`config.mk`:
```
export PLATFORM = sky130hd
export DESIGN_NAME = ata_tf_window
export DESIGN_NICKNAME = d
export VERILOG_FILES = /design/src/rtl/ata_tf_pkg.sv /design/src/rtl/ata_tf_decode.sv /design/src/rtl/ata_tf_chan_regs.sv /design/src/rtl/ata_tf_dataport.sv /design/src/rtl/ata_tf_window.sv
export SDC_FILE = /design/constraint.sdc
export NUM_CORES = 1
export LEC_CHECK = 0
export BUFFER_PORTS_ARGS = -buffer_cell sky130_fd_sc_hd__buf_2
export CAP_MARGIN = 20
export CORE_MARGIN = 5
export CORE_UTILIZATION = 30
export CTS_CLUSTER_DIAMETER = 60
export DETAILED_ROUTE_END_ITERATION = 12
export PLACE_DENSITY = 0.54
export RECOVER_POWER = 25
export SKIP_LAST_GASP = 1
export SLEW_MARGIN = 10
export SYNTH_ARGS = -nofsm -noshare
export SYNTH_HDL_FRONTEND = slang
export SYNTH_SLANG_ARGS = --single-unit
```
`constraint.sdc`:
```
create_clock -name clk -period 2.6 [get_ports clk]
set_input_delay 0 -clock clk [delete_from_list [all_inputs] [get_ports clk]]
set_output_delay 0 -clock clk [all_outputs]
set_load 0.005 [all_outputs]
```
`src/rtl/ata_tf_pkg.sv`:
```
package ata_tf_pkg;

  typedef enum logic [3:0] {
    TF_NONE,
    TF_DATA,
    TF_SECNUM,
    TF_SECCNT,
    TF_FEAT_ERR,
    TF_CYL_LO,
    TF_CYL_HI,
    TF_DEVHEAD,
    TF_CMD_STAT
  } tf_lane_e;

  // dword address of channel c's first task file dword
  function automatic int chan_base_dw(int c);
    return 'h20 + 'h10 * (c % 2) + 'h80 * (c / 2);
  endfunction

  // first dword: lone lanes are registers, lane-0-anchored sizes are data
  function automatic tf_lane_e lane_word0(logic [3:0] be);
    case (be)
      4'b0001, 4'b0011, 4'b1111: return TF_DATA;
      4'b1000:                   return TF_SECNUM;
      4'b0100:                   return TF_SECCNT;
      4'b0010:                   return TF_FEAT_ERR;
      default:                   return TF_NONE;
    endcase
  endfunction

  // second dword: lone lanes only
  function automatic tf_lane_e lane_word1(logic [3:0] be);
    case (be)
      4'b1000: return TF_CMD_STAT;
      4'b0100: return TF_DEVHEAD;
      4'b0010: return TF_CYL_HI;
      4'b0001: return TF_CYL_LO;
      default: return TF_NONE;
    endcase
  endfunction

  function automatic logic [31:0] lane_mask(logic [3:0] be);
    logic [31:0] m;
    for (int i = 0; i < 4; i++) m[8*i +: 8] = {8{be[i]}};
    return m;
  endfunction

endpackage

```
`src/rtl/ata_tf_decode.sv`:
```
module ata_tf_decode
  import ata_tf_pkg::*;
#(
  parameter int NUM_CH = 4,
  parameter int DWA_W  = 8,
  parameter int CH_W   = 2
) (
  input  logic [DWA_W-1:0] dw_addr,
  input  logic [3:0]       be,
  output logic             hit,
  output logic [CH_W-1:0]  chan,
  output tf_lane_e         lane
);

  logic [NUM_CH-1:0] match_w0;
  logic [NUM_CH-1:0] match_w1;

  generate
    for (genvar c = 0; c < NUM_CH; c++) begin : g_match
      assign match_w0[c] = (int'(dw_addr) == chan_base_dw(c));
      assign match_w1[c] = (int'(dw_addr) == chan_base_dw(c) + 1);
    end
  endgenerate

  always_comb begin
    chan = '0;
    lane = TF_NONE;
    for (int c = 0; c < NUM_CH; c++) begin
      if (match_w0[c]) begin
        chan = CH_W'(c);
        lane = lane_word0(be);
      end else if (match_w1[c]) begin
        chan = CH_W'(c);
        lane = lane_word1(be);
      end
    end
    hit = (lane != TF_NONE);
  end

endmodule

```
`src/rtl/ata_tf_chan_regs.sv`:
```
module ata_tf_chan_regs
  import ata_tf_pkg::*;
#(
  parameter bit HONOR_DEVSEL = 1'b1
) (
  input  logic        clk,
  input  logic        rst_n,
  input  logic        wr_en,
  input  tf_lane_e    lane,
  input  logic [31:0] wdata,
  output logic [7:0]  secnum,
  output logic [7:0]  seccnt,
  output logic [7:0]  feat,
  output logic [7:0]  cyl_lo,
  output logic [7:0]  cyl_hi,
  output logic [7:0]  devhead
);

  logic [7:0] devhead_in;

  generate
    if (HONOR_DEVSEL) begin : g_devsel_kept
      assign devhead_in = wdata[23:16];
    end else begin : g_devsel_dropped
      assign devhead_in = {wdata[23:21], 1'b0, wdata[19:16]};
    end
  endgenerate

  always_ff @(posedge clk or negedge rst_n) begin
    if (!rst_n) begin
      secnum  <= '0;
      seccnt  <= '0;
      feat    <= '0;
      cyl_lo  <= '0;
      cyl_hi  <= '0;
      devhead <= '0;
    end else if (wr_en) begin
      case (lane)
        TF_SECNUM:   secnum  <= wdata[31:24];
        TF_SECCNT:   seccnt  <= wdata[23:16];
        TF_FEAT_ERR: feat    <= wdata[15:8];
        TF_CYL_LO:   cyl_lo  <= wdata[7:0];
        TF_CYL_HI:   cyl_hi  <= wdata[15:8];
        TF_DEVHEAD:  devhead <= devhead_in;
        default: ;
      endcase
    end
  end

endmodule

```
`src/rtl/ata_tf_dataport.sv`:
```
module ata_tf_dataport
  import ata_tf_pkg::*;
(
  input  logic        req,
  input  logic        we,
  input  logic        is_data,
  input  logic [3:0]  be,
  input  logic [31:0] wdata,
  input  logic        dout_ready,
  input  logic        din_valid,
  input  logic [31:0] din_data,
  output logic        stall,
  output logic        dout_valid,
  output logic [31:0] dout_data,
  output logic [3:0]  dout_be,
  output logic        din_ready,
  output logic [31:0] rd_word
);

  assign dout_valid = req & we & is_data;
  assign din_ready  = req & ~we & is_data;
  assign dout_data  = wdata;
  assign dout_be    = be;
  assign stall      = (dout_valid & ~dout_ready) | (din_ready & ~din_valid);
  assign rd_word    = din_data & lane_mask(be);

endmodule

```
`src/rtl/ata_tf_window.sv`:
```
module ata_tf_window
  import ata_tf_pkg::*;
#(
  parameter int NUM_CH = 4,
  parameter int DWA_W  = 8,
  parameter int CH_W   = (NUM_CH > 1) ? $clog2(NUM_CH) : 1
) (
  input  logic                  clk,
  input  logic                  rst_n,
  input  logic                  bus_req,
  input  logic                  bus_we,
  input  logic [DWA_W-1:0]      bus_dw_addr,
  input  logic [3:0]            bus_be,
  input  logic [31:0]           bus_wdata,
  output logic                  bus_stall,
  output logic                  rd_valid,
  output logic [31:0]           rd_data,
  input  logic [NUM_CH*8-1:0]   dev_err,
  input  logic [NUM_CH*8-1:0]   dev_stat,
  output logic [NUM_CH-1:0]     cmd_strobe,
  output logic [7:0]            cmd_code,
  output logic [7:0]            cmd_feat,
  output logic                  dout_valid,
  input  logic                  dout_ready,
  output logic [31:0]           dout_data,
  output logic [3:0]            dout_be,
  input  logic                  din_valid,
  output logic                  din_ready,
  input  logic [31:0]           din_data,
  output logic [CH_W-1:0]       dp_chan
);

  logic            dec_hit;
  logic [CH_W-1:0] dec_chan;
  tf_lane_e        dec_lane;
  logic            accept;
  logic            is_data;
  logic [31:0]     rd_word;
  logic [31:0]     rd_next;

  logic [7:0] r_secnum [NUM_CH];
  logic [7:0] r_seccnt [NUM_CH];
  logic [7:0] r_feat   [NUM_CH];
  logic [7:0] r_cyl_lo [NUM_CH];
  logic [7:0] r_cyl_hi [NUM_CH];
  logic [7:0] r_devhd  [NUM_CH];

  ata_tf_decode #(
    .NUM_CH (NUM_CH),
    .DWA_W  (DWA_W),
    .CH_W   (CH_W)
  ) u_decode (
    .dw_addr (bus_dw_addr),
    .be      (bus_be),
    .hit     (dec_hit),
    .chan    (dec_chan),
    .lane    (dec_lane)
  );

  assign is_data = (dec_lane == TF_DATA);
  assign dp_chan = dec_chan;

  ata_tf_dataport u_dataport (
    .req        (bus_req),
    .we         (bus_we),
    .is_data    (is_data),
    .be         (bus_be),
    .wdata      (bus_wdata),
    .dout_ready (dout_ready),
    .din_valid  (din_valid),
    .din_data   (din_data),
    .stall      (bus_stall),
    .dout_valid (dout_valid),
    .dout_data  (dout_data),
    .dout_be    (dout_be),
    .din_ready  (din_ready),
    .rd_word    (rd_word)
  );

  assign accept = bus_req & ~bus_stall;

  generate
    for (genvar c = 0; c < NUM_CH; c++) begin : g_chan
      logic wr_en;
      assign wr_en = accept & bus_we & dec_hit & ~is_data & (int'(dec_chan) == c);
      ata_tf_chan_regs #(
        .HONOR_DEVSEL (c < 2)
      ) u_regs (
        .clk     (clk),
        .rst_n   (rst_n),
        .wr_en   (wr_en),
        .lane    (dec_lane),
        .wdata   (bus_wdata),
        .secnum  (r_secnum[c]),
        .seccnt  (r_seccnt[c]),
        .feat    (r_feat[c]),
        .cyl_lo  (r_cyl_lo[c]),
        .cyl_hi  (r_cyl_hi[c]),
        .devhead (r_devhd[c])
      );
    end
  endgenerate

  always_comb begin
    rd_next = '0;
    case (dec_lane)
      TF_DATA:     rd_next = rd_word;
      TF_SECNUM:   rd_next = {r_secnum[dec_chan], 24'h0};
      TF_SECCNT:   rd_next = {8'h0, r_seccnt[dec_chan], 16'h0};
      TF_FEAT_ERR: rd_next = {16'h0, dev_err[int'(dec_chan)*8 +: 8], 8'h0};
      TF_CYL_LO:   rd_next = {24'h0, r_cyl_lo[dec_chan]};
      TF_CYL_HI:   rd_next = {16'h0, r_cyl_hi[dec_chan], 8'h0};
      TF_DEVHEAD:  rd_next = {8'h0, r_devhd[dec_chan], 16'h0};
      TF_CMD_STAT: rd_next = {dev_stat[int'(dec_chan)*8 +: 8], 24'h0};
      default:     rd_next = '0;
    endcase
  end

  always_ff @(posedge clk or negedge rst_n) begin
    if (!rst_n) begin
      rd_valid <= 1'b0;
      rd_data  <= '0;
    end else begin
      rd_valid <= accept & ~bus_we;
      if (accept & ~bus_we) rd_data <= rd_next;
    end
  end

  always_ff @(posedge clk or negedge rst_n) begin
    if (!rst_n) begin
      cmd_strobe <= '0;
      cmd_code   <= '0;
      cmd_feat   <= '0;
    end else begin
      cmd_strobe <= '0;
      if (accept & bus_we & (dec_lane == TF_CMD_STAT)) begin
        cmd_strobe[dec_chan] <= 1'b1;
        cmd_code             <= bus_wdata[31:24];
        cmd_feat             <= r_feat[dec_chan];
      end
    end
  end

endmodule

```
==> impl_metrics.yaml, run 1 <==
outcome:
  status: "finished with violations"
  violations: "max-capacitance violations, max-slew violations"
synth:
  synth.distinct_cells: 60
  synth-compound-area-share_pct: 8.06
  synth_top_area_cell: "dfrtp_1"
  synth_ff_type: "dfrtp_1"
  synthSimpleGateAreaFrac_pct: 10.1
  syn_area_mm2: 0.0120
  synth_edf_count: 0
  synthAdderAreaFrac_pct: 0
  syn_nets: 1096
  ys_ff_latch: 243
  synth_area_leaders: "dfrtp_1 (51%), mux2_1 (13%), mux2_2 (6.1%), mux4_2 (4.5%), mux2i_1 (2.8%)"
  synth_common_cells: "dfrtp_1 (243), mux2_1 (142), nand2_1 (72), mux2_2 (65), a21oi_1 (39)"
  yosys_warnings: 0
  synth_top_area_share_pct: 50.8
  synthCells: 950
  ys_seq_area_share_pct: 50.8
  synth_top_family_by_area: "multiplexers"
  synth-xor-area-share_pct: 0.0731
  yosysMostFrequentCell: "dfrtp_1"
  async_reset_ff_share_pct: 100
  synth_mux_area_share_pct: 26.7
  avgSynthCellArea_um2: 12.6
placement:
  port-buffer-count: 239
  place.gp.congestion: 0.811
  dp_slack_ns: 0.187
  hpwl_um: 26300
  dpl_cell_area_mm2: 0.0138
  dp_cells: 1668
timing:
  rsz0062_at_grt: "no"
  maxSlewHeadroom_pct: -40.8
  post-route-min-period_ns: 2.18
  setup_slack_ns: 0.417
  period_share_pct: 84.0
  finalSetupViolations: 0
  hold_violations: 0
  final-max-slew-violation-count: 83
  skew_ns: 0.0110
  max_freq_mhz: 458
  worstMarginPinSlew_ns: 2.11
  fin_tns_setup_ns: 0
route:
  drtIter0Drc: 471
  drt-total-wl_um: 36700
  vias_per_cell: 4.96
  antenna_left: 0
  post_drt_wl_per_cell_um: 20.4
  drc_errors: 0
  vias: 8927
  first_pass_iters: 5
layout:
  area_growth_pct: 29.2
  drive_gt1_share_pct: 33.9
  final_cell_area_mm2: 0.0155
  final.fill_count: 3844
  layout.cells.non_filler: 1799
  fin_util_pct: 39.1
  final_nets: 1396
critical_path:
  cp-start-kind: "primary input"
  crit_required_ns: 3.01
  critical_path_class: "in -> reg"
  crit_chain: "clkbuf_1, and3_1, o2111ai_1, o21ai_4, inv_2, buf_4, nor2_1, a41oi_1, dlygate4sd3_1"
  critPathBufInv: 4
  cp-startpoint: "bus_be[3]"
  crit_fanout: 25
  cp-end-kind: "flip-flop"
  regToRegStartpoint: "g_chan[1].u_regs.secnum[7]$_DFFE_PN0P_"
  crit_slowest_cell: "dlygate4sd3_1"
  critPathTopFamily: "buffers and inverters"
  cp.arrival_ns: 2.60
  max_stage_delay_ns: 0.60
pwr:
  vdd_ir_drop_max_uv: 409
  switching_share_pct: 23.3
  p_per_area_mw_per_mm2: 563
  seqPwrFrac_pct: 44.1
  clkPwrFrac_pct: 47.1
  switchingPower_mw: 2.03
  p_leak_nw: 7.75
  p_int_mw: 6.69
  combinationalPowerShare_pct: 8.8
clocking:
  cts.path.max_buffers: 3
  cts_post_setup_buffers_inserted: 0
  clock-sinks: 243
  path_clk_slew_ns: 0.06
  clk_latency_ns: 0.53
  cts_made_buffers: 29
  root_buffer: "clkbuf_16"
  ctsHtreeMaxLevel: 1
  tritoncts: "yes"
global_route:
  grt_pass1_vias: 9293
  overflow: 0
  grt_max_degree: 86
  grt.total_usage_pct: 16.3
  antenna_found_initial: 2
  grt_pass1_wl_um: 56400
hold_path:
  hold_start: "dev_stat[0]"
  hold_class: "in -> reg"
die:
  die_w_um: 210
  rows: 73
  die_y_um: 210
  core_mm2: 0.0396
  die_area_mm2: 0.0440
  start_util_pct: 30.2
  ioPinCount: 240
run:
  drv_cap: 1
[power by group through the flow]
stage	Sequential (mW)	Clock, mW	Combinational (mW)
after CTS	3.85	4.20	0.783
after global routing	3.85	4.37	0.840
final	3.85	4.11	0.765
after detailed placement	3.91	0	0.691
after floorplan	3.91	0	0.290
after global placement	3.91	0	0.687
[metal layers]
layer  up-vias  global-route usage, %  wire length [um]
met5         -                      0                20
met4         2                   4.32               908
met3        51                   2.36              1760
met2       250                   27.5             17600
met1      4512                   22.1             16300
li1       4112                      -                 -
[stage by stage]
stage                     total power [mW]  hold WS, ns
final                                 8.72       0.0255
after global routing                  9.06       0.0307
after CTS                             8.83      0.00378
after detailed placement              4.60       0.0808
after global placement                4.60       0.0794
after floorplan                       4.20       -0.296
[area by class of cell]
class	count	area, um^2	share of cell area, %
clock inverter	8	106	0.687
antenna	3	7.51	0.0485
clock buffer	44	882	5.70
timing repair buffer	361	2330	15.1
sequential	243	6080	39.3
multi-input combinational	612	5400	34.9
inverter	3	11.3	0.0727
tap	525	657	4.24
[state kept, by name (all words and copies together) (netlist names), 8 cells and up]
signal                 count
cmd_feat                   8
g_chan.u_regs.seccnt      32
cmd_code                   8
g_chan.u_regs.secnum      32
g_chan.u_regs.cyl_hi      32
g_chan.u_regs.feat        32
rd_data                   32
g_chan.u_regs.devhead     30
g_chan.u_regs.cyl_lo      32
[cells in the final DEF, fill, tap and decap left out, types with 4 or more instances in the layout]
master / n
mux4_2: 24
dlygate4sd3_1: 76
buf_4: 43
nand4_1: 5
mux2_2: 65
nor4_1: 4
o21ai_0: 9
a31oi_1: 8
o22a_1: 8
o32ai_1: 5
o21ai_1: 6
nand2b_1: 5
nand4_2: 4
clkbuf_16: 29
nand4_4: 4
clkbuf_8: 10
dfrtp_1: 243
a221oi_1: 15
a21oi_1: 39
buf_2: 219
nand3_1: 33
mux2i_1: 33
nor4_4: 4
nor3_1: 5
clkbuf_1: 24
nor2_1: 32
and2_1: 5
mux2_1: 142
o211ai_1: 8
a21o_1: 13
or3_1: 7
buf_12: 4
a22oi_1: 11
nand2_1: 72
[worst reg2reg max path: stages, from the launching register on]
cell	delay [ns]
dfrtp_1	0.34
mux2i_1	0.11
or3_1	0.37
a21oi_1	0.15
a221oi_1	0.06
dlygate4sd3_1	0.57
o21ai_1	0.11
[logic make-up (layout without fill, tap and decap cells)]
kind of cell           after synthesis  in the layout
AND/OR/NAND/NOR                    207            207
other                                0              3
XOR/XNOR                             1              1
flip-flops                         243            243
AO/OA/AOI/OAI                      140            140
multiplexers                       264            264
buffers and inverters               95            416
[worst paths after layout]
path | endpoint | slack (ns) | depth (start not counted)
setup / recovery | rd_data[13]$_DFFE_PN0P_ | 0.42 | 9
hold / removal | rd_data[24]$_DFFE_PN0P_ | 0.03 | 4
setup reg to reg | rd_data[31]$_DFFE_PN0P_ | 0.83 | 6
hold reg to reg | cmd_code[7]$_DFFE_PN0P_ | 0.47 | 2
max in group asynchronous | g_chan[0].u_regs.feat[3]$_DFFE_PN0P_ | 0.69 | 3
min in group asynchronous | g_chan[0].u_regs.feat[5]$_DFFE_PN0P_ | 0.64 | 2
[what timing repair did]
item,4_1_cts,5_1_grt
endpoints found under the setup margin,0,0
hold buffers,76,0
hold endpoints to repair,314,0
gates resized for setup,0,0
(Power assumes the default switching activity.)
==> inputs of run 2 (changes only) <==
--- a/config.mk
+++ b/config.mk
@@ -11,7 +11,7 @@
 export CORE_UTILIZATION = 30
 export CTS_CLUSTER_DIAMETER = 60
 export DETAILED_ROUTE_END_ITERATION = 12
-export PLACE_DENSITY = 0.54
+export PLACE_DENSITY = 0.55
 export RECOVER_POWER = 25
 export SKIP_LAST_GASP = 1
 export SLEW_MARGIN = 10
==> constraint.sdc (replaced) <==
create_clock -name clk -period 1.85 [get_ports clk]
set_input_delay 0 -clock clk [delete_from_list [all_inputs] [get_ports clk]]
set_output_delay 0 -clock clk [all_outputs]
set_load 0.005 [all_outputs]
==> impl_metrics.yaml, run 2 (synthesized netlist as in run 1, its figures left out) <==
die:
  start_util_pct: 30.2
  ioPinCount: 240
  rows: 73
  core_mm2: 0.0396
  die_y_um: 210
  die_w_um: 210
  die_area_mm2: 0.0440
placement:
  dp_slack_ns: -0.287
  dpl_cell_area_mm2: 0.0145
  place.gp.congestion: 0.805
  port-buffer-count: 239
  hpwl_um: 26600
timing:
  final-max-slew-violation-count: 0
  maxSlewHeadroom_pct: 32.0
  skew_ns: 0.0232
  finalSetupViolations: 0
  rsz0062_at_grt: "yes"
  max_freq_mhz: 564
  setup_slack_ns: 0.0784
  post-route-min-period_ns: 1.77
  worst_hold_slack_ns: 0.0175
  worstMarginPinSlew_ns: 1.02
  hold_violations: 0
  period_share_pct: 95.8
global_route:
  grt_pass1_wl_um: 58400
  grt_max_degree: 51
  antenna_found_initial: 2
  grt_pass1_vias: 10000
  overflow: 0
  grt.total_usage_pct: 16.8
layout:
  drive_gt1_share_pct: 37.5
  final_common_cell: "dfrtp_1"
  final.fill_count: 3800
  final_cell_area_mm2: 0.0163
  fin_util_pct: 41.1
  layout_common_cells: "dfrtp_1 (243), buf_2 (204), mux2_1 (128)"
  regArea_mm2: 0.00608
  final_nets: 1463
  area_growth_pct: 35.9
  multi_input_area_mm2: 0.00549
critical_path:
  cp-end-kind: "flip-flop"
  cp-start-kind: "flip-flop"
  crit_chain: "mux2i_1, or3_1, a21oi_1, a221oi_1, dlygate4sd3_1, o21ai_1"
  critPathBufInv: 1
  crit_slowest_cell: "dlygate4sd3_1"
  max_stage_delay_ns: 0.56
  reg2reg_slack_ns: 0.08
  critPathTopFamily: "buffers and inverters"
  critical_path_class: "reg -> reg"
  crit_fanout: 2
  crit_required_ns: 2.31
  cp.arrival_ns: 2.23
clocking:
  cts_made_buffers: 29
  path_clk_slew_ns: 0.07
  clock-sinks: 243
  tritoncts: "yes"
  cts.path.max_buffers: 3
  ctsHtreeMaxLevel: 1
  root_buffer: "clkbuf_16"
  clk_latency_ns: 0.55
outcome:
  status: "completed"
route:
  drtIter0Drc: 451
  vias: 9155
  post_drt_wl_per_cell_um: 20.1
  drc_errors: 0
  vias_per_cell: 4.91
  first_pass_iters: 5
  drt-total-wl_um: 37400
  antenna_left: 0
pwr:
  vdd_ir_drop_max_uv: 525
  p_per_area_mw_per_mm2: 765
  p_leak_nw: 8.12
run:
  drv_cap: 0
hold_path:
  hold_class: "in -> reg"
## run 2: layout make-up
| class | instances | share of cell area [%] |
|---|---|---|
| antenna | 2 | 0.0307 |
| sequential | 243 | 37.4 |
| timing repair buffer | 428 | 18.6 |
| clock buffer | 35 | 4.90 |
| inverter | 3 | 0.0692 |
| tap | 525 | 4.03 |
| clock inverter | 17 | 1.26 |
| multi-input combinational | 612 | 33.7 |
## run 2: path summary, 6_finish.rpt
| check | from | to | depth (start not counted) |
|---|---|---|---|
| worst max-delay path | g_chan[1].u_regs.secnum[7]$_DFFE_PN0P_ | rd_data[31]$_DFFE_PN0P_ | 6 |
| worst min-delay path | dev_err[2] | rd_data[10]$_DFFE_PN0P_ | 6 |
| worst max register to register | g_chan[1].u_regs.secnum[7]$_DFFE_PN0P_ | rd_data[31]$_DFFE_PN0P_ | 6 |
| worst min register to register | cmd_code[4]$_DFFE_PN0P_ | cmd_code[4]$_DFFE_PN0P_ | 2 |
| max in group asynchronous | rst_n | g_chan[3].u_regs.devhead[2]$_DFFE_PN0P_ | 4 |
| min in group asynchronous | rst_n | g_chan[1].u_regs.seccnt[4]$_DFFE_PN0P_ | 3 |
## run 2: what timing repair did
action / 4_1_cts / 5_1_grt
hold endpoints to repair: 473 / 0
setup endpoints to repair: 0 / 5
hold buffers: 81 / 0
buffers inserted: 0 / 0
resized for setup: 0 / 2
## run 2: layer usage
metal	track usage [%]	up-vias	share of wire (%)
li1	-	4235	-
met1	22.4	4609	43
met2	28.9	268	49
met3	2.50	43	5.7
met4	3.96	0	1.9
met5	0	-	0
## run 2: worst register-to-register path, stage by stage (launching register included)
cell	delay, ns
dfrtp_1	0.35
mux2i_1	0.07
or3_1	0.37
a21oi_1	0.15
a221oi_1	0.06
dlygate4sd3_1	0.56
o21ai_1	0.11
## run 2: metrics by stage
stage               power [mW]  instances  setup TNS, ns
floorplan                 5.91        950          -1.91
global placement          6.54       1730         -32.14
detailed placement        6.55       1730         -32.44
CTS                       12.6       1863              0
global route              12.9       1865       -0.00505
finish                    12.4       1865              0
## run 2: power by group
| group | switching [mW] | internal, mW |
|---|---|---|
| Sequential | 0.0304 | 5.37 |
| Clock | 2.37 | 3.52 |
| Combinational | 0.638 | 0.521 |
